--- config.mk ---
export PLATFORM = sky130hd
export DESIGN_NAME = camac_delay_regs
export DESIGN_NICKNAME = d
export VERILOG_FILES = /design/src/rtl/camac_dly_pkg.sv /design/src/rtl/dly_strobe_edge.sv /design/src/rtl/dly_cmd_decode.sv /design/src/rtl/dly_word_bank.sv /design/src/rtl/camac_delay_regs.sv
export SDC_FILE = /design/constraint.sdc
export NUM_CORES = 1
export LEC_CHECK = 0
export BUFFER_PORTS_ARGS = -buffer_cell sky130_fd_sc_hd__buf_2
export CAP_MARGIN = 25
export CORE_UTILIZATION = 25
export CTS_CLUSTER_SIZE = 20
export DETAILED_ROUTE_END_ITERATION = 10
export SYNTH_ARGS = -nofsm -noshare
export SYNTH_HDL_FRONTEND = slang
export SYNTH_SLANG_ARGS = --single-unit
--- constraint.sdc ---
create_clock -name clk -period 1.8 [get_ports clk]
set_input_delay 0.09 -clock clk [delete_from_list [all_inputs] [get_ports clk]]
set_output_delay 0.09 -clock clk [all_outputs]
set_load 0.02 [all_outputs]
--- src/rtl/camac_dly_pkg.sv ---
package camac_dly_pkg;

    typedef enum logic [2:0] {
        ST_IDLE,
        ST_READ,
        ST_WRITE,
        ST_WRITTEN,
        ST_REJECT,
        ST_INIT,
        ST_CLEARED
    } dly_state_t;

    typedef enum logic [1:0] {
        CMD_READ,
        CMD_WRITE,
        CMD_OTHER
    } cmd_kind_t;

    localparam int          FN_W     = 5;
    localparam logic [4:0]  FN_READ  = 5'd0;
    localparam logic [4:0]  FN_WRITE = 5'd16;

endpackage

--- src/rtl/dly_strobe_edge.sv ---
module dly_strobe_edge (
    input  logic clk,
    input  logic rst_n,
    input  logic level,
    output logic rise
);
    logic level_q;

    always_ff @(posedge clk or negedge rst_n) begin
        if (!rst_n) level_q <= 1'b0;
        else        level_q <= level;
    end

    assign rise = level & ~level_q;
endmodule

--- src/rtl/dly_cmd_decode.sv ---
module dly_cmd_decode
    import camac_dly_pkg::*;
(
    input  logic [FN_W-1:0] func,
    output cmd_kind_t       kind
);
    always_comb begin
        case (func)
            FN_READ:  kind = CMD_READ;
            FN_WRITE: kind = CMD_WRITE;
            default:  kind = CMD_OTHER;
        endcase
    end
endmodule

--- src/rtl/dly_word_bank.sv ---
module dly_word_bank #(
    parameter int NCH = 16,
    parameter int WW  = 8,
    parameter int AW  = $clog2(NCH)
) (
    input  logic              clk,
    input  logic              rst_n,
    input  logic              we,
    input  logic [AW-1:0]     waddr,
    input  logic [WW-1:0]     wdata,
    input  logic              clr,
    input  logic [AW-1:0]     raddr,
    output logic [WW-1:0]     rdata,
    output logic [NCH*WW-1:0] words_flat
);
    logic [WW-1:0] regs [NCH];

    for (genvar g = 0; g < NCH; g++) begin : g_chan
        always_ff @(posedge clk or negedge rst_n) begin
            if (!rst_n)                             regs[g] <= '0;
            else if (clr)                           regs[g] <= '0;
            else if (we && (waddr == AW'(g)))       regs[g] <= wdata;
        end
        assign words_flat[g*WW +: WW] = regs[g];
    end

    assign rdata = regs[raddr];
endmodule

--- src/rtl/camac_delay_regs.sv ---
module camac_delay_regs
    import camac_dly_pkg::*;
#(
    parameter int NCH   = 16,
    parameter int WW    = 8,
    parameter int BUS_W = 24,
    parameter int AW    = $clog2(NCH)
) (
    input  logic              clk,
    input  logic              rst_n,
    input  logic              stn_sel,
    input  logic [AW-1:0]     sub_addr,
    input  logic [4:0]        func,
    input  logic [BUS_W-1:0]  wr_bus,
    input  logic              s1,
    input  logic              s2,
    input  logic              init_z,
    input  logic              clear_c,
    output logic [BUS_W-1:0]  rd_bus,
    output logic              q_resp,
    output logic              x_resp,
    output logic [NCH*WW-1:0] delay_words
);
    localparam int PAD_W = BUS_W - WW;

    dly_state_t    st, st_nxt;
    cmd_kind_t     kind;
    logic [AW-1:0] cmd_addr;
    logic          s1_rise, s2_rise;
    logic          init_req;
    logic          bank_we, bank_clr;
    logic [WW-1:0] bank_rdata;
    logic          unused_hi;

    assign init_req  = init_z | clear_c;
    assign unused_hi = ^wr_bus[BUS_W-1:WW];

    dly_strobe_edge u_s1_edge (.clk(clk), .rst_n(rst_n), .level(s1), .rise(s1_rise));
    dly_strobe_edge u_s2_edge (.clk(clk), .rst_n(rst_n), .level(s2), .rise(s2_rise));

    dly_cmd_decode u_dec (.func(func), .kind(kind));

    dly_word_bank #(.NCH(NCH), .WW(WW), .AW(AW)) u_bank (
        .clk        (clk),
        .rst_n      (rst_n),
        .we         (bank_we),
        .waddr      (cmd_addr),
        .wdata      (wr_bus[WW-1:0]),
        .clr        (bank_clr),
        .raddr      (cmd_addr),
        .rdata      (bank_rdata),
        .words_flat (delay_words)
    );

    // state register and command capture
    always_ff @(posedge clk or negedge rst_n) begin
        if (!rst_n) begin
            st       <= ST_IDLE;
            cmd_addr <= '0;
        end else begin
            st <= st_nxt;
            if (st == ST_IDLE && stn_sel && !init_req)
                cmd_addr <= sub_addr;
        end
    end

    // next state and bank strobes
    always_comb begin
        st_nxt   = st;
        bank_we  = 1'b0;
        bank_clr = 1'b0;
        unique case (st)
            ST_IDLE: begin
                if (init_req) st_nxt = ST_INIT;
                else if (stn_sel) begin
                    unique case (kind)
                        CMD_READ:  st_nxt = ST_READ;
                        CMD_WRITE: st_nxt = ST_WRITE;
                        default:   st_nxt = ST_REJECT;
                    endcase
                end
            end
            ST_WRITE: begin
                if (init_req)      st_nxt = ST_INIT;
                else if (!stn_sel) st_nxt = ST_IDLE;
                else if (s1_rise) begin
                    bank_we = 1'b1;
                    st_nxt  = ST_WRITTEN;
                end
            end
            ST_READ, ST_WRITTEN, ST_REJECT: begin
                if (init_req)      st_nxt = ST_INIT;
                else if (!stn_sel) st_nxt = ST_IDLE;
            end
            ST_INIT: begin
                if (s2_rise) begin
                    bank_clr = 1'b1;
                    st_nxt   = ST_CLEARED;
                end else if (!init_req) st_nxt = ST_IDLE;
            end
            ST_CLEARED: begin
                if (!init_req) st_nxt = ST_IDLE;
            end
            default: st_nxt = ST_IDLE;
        endcase
    end

    // dataway outputs
    always_comb begin
        q_resp = 1'b0;
        x_resp = 1'b0;
        rd_bus = '0;
        unique case (st)
            ST_READ: begin
                q_resp = 1'b1;
                x_resp = 1'b1;
                rd_bus = {{PAD_W{1'b0}}, bank_rdata};
            end
            ST_WRITE, ST_WRITTEN: begin
                q_resp = 1'b1;
                x_resp = 1'b1;
            end
            default: ;
        endcase
    end
endmodule

# Word-level counts from Yosys, hierarchy flattened
# Cells that the tools add are included.
# op_classes
n_mux	55
eq_ne	26
order_cmp	1
reduce_logical	42
bitwise_logic	6
# op_table
cell	n
8-bit two-way mux	35
8-bit binary-select mux with 4-bit select	1
4-bit == test (second input constant)	8
2-bit nonzero test	16
3-bit two-way mux	9
1-bit logical AND	18
4-bit by 3-bit == test with 1-bit output (second input constant)	4
3-bit one-hot mux with 5 select lines	1
3-bit == test (second input constant)	3
4-bit by 2-bit == test with 1-bit output (second input constant)	2
1-bit two-way mux	7
3-bit by 2-bit == test with 1-bit output (second input constant)	2
3-bit inequality test (second input constant)	2
3-bit one-hot mux with 2 select lines	1
3-bit OR reduction	2
5-bit == test (second input constant)	1
5-bit greater-or-equal comparator (second input constant)	1
5-bit logical NOT	1
4-bit inverter with 5-bit output	1
4-bit by 1-bit == test with 1-bit output (second input constant)	1
4-bit logical NOT	1
4-bit inequality test (second input constant)	1
2-bit one-hot mux with 2 select lines	1
3-bit by 1-bit == test with 1-bit output (second input constant)	1
other kinds (8)	10
# totals
regBits	137
word_cells	150
out_inout_bits	154
input_bits	40

# Longest topological paths before layout
# logic_depth
word_depth	9
mapped_depth	8
mapped_depth_nobuf	4

# Cells and area by module
# From an unflattened synthesis, not the netlist that was laid out.
# hier_totals
cells_unflattened	768
area_unflattened_um2	7398.3
# by_module_without_submodules
mod	seq_area_each_um2	area_per_inst_um2	instances	cells_each
dly_word_bank	3203.1	6632.6	1	682
camac_delay_regs	175.2	666.9	1	79
dly_strobe_edge	25.0	38.8	2	2
dly_cmd_decode	0.0	21.3	1	3

# Worst setup path after synthesis
# OpenSTA, ideal clock, no wires.
# synth_timing
kind	register to output
start	register cmd_addr[0]
end	output rd_bus[2]
path_stages_with_launch	6
arrival_ps	1765
slack_ps	-55
t_required_ps	1710
path_buffers	2
cell_sequence	dfrtp_1 buf_2 buf_2 mux4_2 a22oi_1 o221ai_1
# synth_between
elab_chain_len	5
# synth_lines
element	line	source
start: declaration	camac_delay_regs.sv:28	logic [AW-1:0] cmd_addr;
start signal: assignment	camac_delay_regs.sv:63	cmd_addr <= sub_addr;
4-bit inverter with 5-bit output (not written as such)	dly_word_bank.sv:27	assign rdata = regs[raddr];
8-bit binary-select mux with 4-bit select	dly_word_bank.sv:27	
8-bit two-way mux (not written as such) (2 in a row)	dly_word_bank.sv:27	
8-bit two-way mux	camac_delay_regs.sv:113	unique case (st)
end: declaration	camac_delay_regs.sv:19	output logic [BUS_W-1:0] rd_bus,
# Every way passes these cells. The select of a mux whose other input is x is not followed.

# Worst setup path in the final report
# layout_timing
start	register cmd_addr[0]
end	output rd_bus[4]
# Same word-level chain as after synthesis.

==> summary.md <==
For the pin with the worst max-slew slack, the measured transition is 566 ps. In this run the worst path has a maximum fanout of 7. In the synthesized netlist, the cells that appear most often are 137 x dfrtp_1, 131 x nand3_1, 131 x o21ai_0. Setup repair after global routing could not meet its margin everywhere.

For this design, the sink count on the clock tree is 137. The final reports fail on DRC, setup timing. The tightest hold path in the finished design has a slack of 59.3 ps. The endpoint type of the worst setup path was an output port. Sorting the synthesized cells by area gives the leading types as dfrtp_1 51%, mux4_2 11%, nand3_1 9.8%.

The logs give 194 for the count of pins on the block boundary and 0.168 for the overall track demand over capacity in global routing. The run gives 59 as the placement row count. The number of hold-slack violations in the final timing report is 0, and the power density over the cells is 937 mW/mm^2. The tools report the effective utilization at floorplan as 0.256. Placeable core region: 0.0262 mm^2. For this run the aggregate overflow at the end of global routing stands at 0.

The number of synthesized flops with an enable pin is 0, and the width of the chip is 166 um. The smallest clock period supported by the final layout is computed as 2290 ps. The basic-gate share of the synthesized area counting and, or, nand and nor cells came out at 0.168.

Fraction of registers with async set or reset after synthesis: 1.00. The cell taking the most area after synthesis was dfrtp_1. The number of distinct library cell variants in the gate-level netlist after synthesis is 37, and the count of fill cells added during filler insertion is 2,367. For the total wirelength of the detailed-routed design, the log shows 30.0 mm. Among all cell types in the netlist, the one instantiated most often is dfrtp_1. The first global-routing pass estimated 35.1 mm of wire.

The mux contribution to synthesized area works out to 0.114. For this run, the number of standard cells in the final layout without fillers is 1,242. Entering global routing, the biggest net connects 59 pins. TritonCTS created 17 clock buffers. The adder-cell share of the synthesized area came out at 0.

The data arrival at the endpoint of the critical path was 2200 ps. Termination of the worst setup path: rd_bus[4]. Dividing the detail-routed via count by the number of cells gives 5.37. The CTS H-tree depth was 4.

In the synthesized netlist, the number of instances is 611. Critical path startpoint: cmd_addr[0]$_DFFE_PN0P_. The total number of nets in the final design is 934.

The initial antenna violation count is 0, and the area share of the leading cell type in the synthesized netlist is 0.510. Share of layout cells above drive strength 1: 0.645. After synthesis, the largest family of logic cells by area is simple AND/OR/NAND/NOR gates.

The post-synthesis compound-gate area fraction is 0.125, and the antenna diode count is 0. For the headroom to the max-slew limit, the log shows 0.619. For the worst setup path, the data required time is 1710 ps.

The fraction of synthesized cell area in xor and xnor cells was 0.00130. The tools report the first-pass iteration count of the detailed router as 8. In this run the clock root is driven by a clkbuf_16.

For the count of final setup violators, the log shows 137. The register bit count reported by yosys was 137; the setup clock skew after layout was 4.71 ps. The routed layout has 6,674 vias. The Yosys step of the flow raised 0 warnings. For the worst flop-to-flop path, the logic depth is 10.

Each instance of the synthesized netlist takes up on average 11.0 um^2. The delay of the slowest cell on the worst path was 530 ps. The path class of the tightest hold or removal check is in2reg. On the critical path, the stage with the largest delay is an instance of mux4_2. For this run, design rule violations remaining after detail routing come to 13. Clock-pin slew was measured on the worst setup and hold paths at 60 ps. VDD sags by at most 564 uV.

For this run, the leading register cell type out of synthesis is dfrtp_1. For this block, the initial DRC count from the detailed router was 787. The worst register-to-register path has a setup slack of -220 ps.

The capture instance of the worst register-to-register path was u_bank.words_flat[81]$_DFFE_PN0P_. The tools report the via count of the first global-routing pass as 5,618. The global placer's final weighted congestion is 0.856. The worst setup path is launched from a flip-flop. The number of port buffers was 161; the final worst slack was -493 ps.

The clock latency on the worst-skew pair was 430 ps. The post-synthesis to final-layout area growth works out to 65.6%. Summing every instance area after synthesis gives 0.00672 mm^2.

The run finished, with violations left. The die is 166 um tall. Max-cap violations in this run came to 0. The logs give 0.510 for the part of the Yosys area used for sequential elements and 5.19 nW for the leakage power figure.

TritonCTS built the clock tree. The logs give 0 for the number of nets still failing antenna checks after routing and 1,139 for the placed cell count. For this run, the top clock speed supported by timing is 436 MHz.

The average wire length per cell after detail routing works out to 24.1 um. In this run the critical register-to-register path is launched from st[2]$_DFFE_PN0P_. The clock passes through at most 2 buffers.

The post-route fraction of the period consumed by the critical path was 1.27. The logs give 0.425 for the final core area utilization and 0 for the final max-slew violation count. The overall die area came out at 0.0275 mm^2. Walking the worst path, the cells encountered are buf_6 -> mux4_2 -> a22oi_1 -> buf_4 -> o221ai_2 -> buf_2. The placed wire-length estimate after detailed placement was 16.7 mm. The critical path is of the reg2out type.
## power breakdown
| group | internal (mW) | total, mW | switching [mW] |
|---|---|---|---|
| clock network | 2.07 | 3.57 | 1.51 |
| logic | 1.59 | 3.60 | 2.01 |
| registers | 3.15 | 3.25 | 0.0943 |
## routing by layer
metal  GRT usage  routed length [um]  up-vias
li1            -                   -     2865
met1       0.222               11800     3383
met2       0.254               14100      354
met3      0.0591                2860       72
met4      0.0605                1270        0
met5           0                   0        -
## stage by stage
stage | setup TNS [ps] | worst slack (ps) | instance area [um^2] | power, mW
2_1_floorplan | 0 | 8.59 | 6780 | 4.67
3_3_place_gp | -501 | -122 | 8380 | 5.46
3_5_place_dp | -761 | -131 | 8380 | 5.48
4_1_cts | -3790 | -511 | 9190 | 9.17
5_1_grt | -29040 | -533 | 11100 | 10.7
6_report | -24160 | -493 | 11100 | 10.4
## sequential cells by signal, indices dropped and copies added (netlist names)
name,flops
st,3
u_s2_edge.level_q,1
cmd_addr,4
u_s1_edge.level_q,1
u_bank.words_flat,128
## cell usage in the layout, fill, tap and decap left out, types with 17 or more instances in the layout
cell type,instances
clkbuf_16,35
nand3_2,98
buf_6,24
dfrtp_1,136
buf_2,157
buf_12,22
buf_4,78
nand3_1,30
mux4_2,32
o21ai_2,63
inv_1,17
o21ai_1,61
## worst max-delay path: cells and delay by family, from the launching register on
| family | cells | cell delay [ps] |
|---|---|---|
| multiplexers | 1 | 530 |
| AO/OA/AOI/OAI | 2 | 300 |
| buffers and inverters | 3 | 510 |
| flip-flops | 1 | 430 |
## cells by family after synthesis
kind of cell              count (synthesis)
AOI/OAI and AO/OA                       154
xor gates and xnor gates                  1
buffers and inverters                    90
DFF                                     137
muxes                                    36
other                                     1
and+or+nand+nor                         192
## area by class of cell
cell class | count | area (um^2) | area share
clock buffers | 17 | 425 | 0.0382
clock inverters | 15 | 165 | 0.0148
inverters | 17 | 63.8 | 0.00573
multi-input cells | 409 | 3920 | 0.353
flip-flops and latches | 137 | 3430 | 0.308
well taps | 335 | 419 | 0.0377
repair buffers | 312 | 2700 | 0.243
## how the worst min path moves through the flow
stage | start | to | cells after the start | slack, ps
detailed placement | rst_n | u_bank.words_flat[64]$_DFFE_PN0P_ | 1 | 80
floorplan | rst_n | cmd_addr[0]$_DFFE_PN0P_ | 0 | -210
global placement | rst_n | u_bank.words_flat[64]$_DFFE_PN0P_ | 1 | 80
global route | func[2] | st[1]$_DFFE_PN0P_ | 4 | 100
CTS | func[2] | st[1]$_DFFE_PN0P_ | 4 | 40
finish | func[2] | st[1]$_DFFE_PN0P_ | 4 | 60
## timing repair
item                                    in CTS  in global routing
hold buffers                                 8                  0
gates resized for setup                     22                380
buffers inserted                             1                 26
hold endpoints to repair                    53                  0
endpoints found under the setup margin       8                114
gates cloned                                 1                 35
pin swaps                                    7                 69
Power figures use the tool's default switching activity.
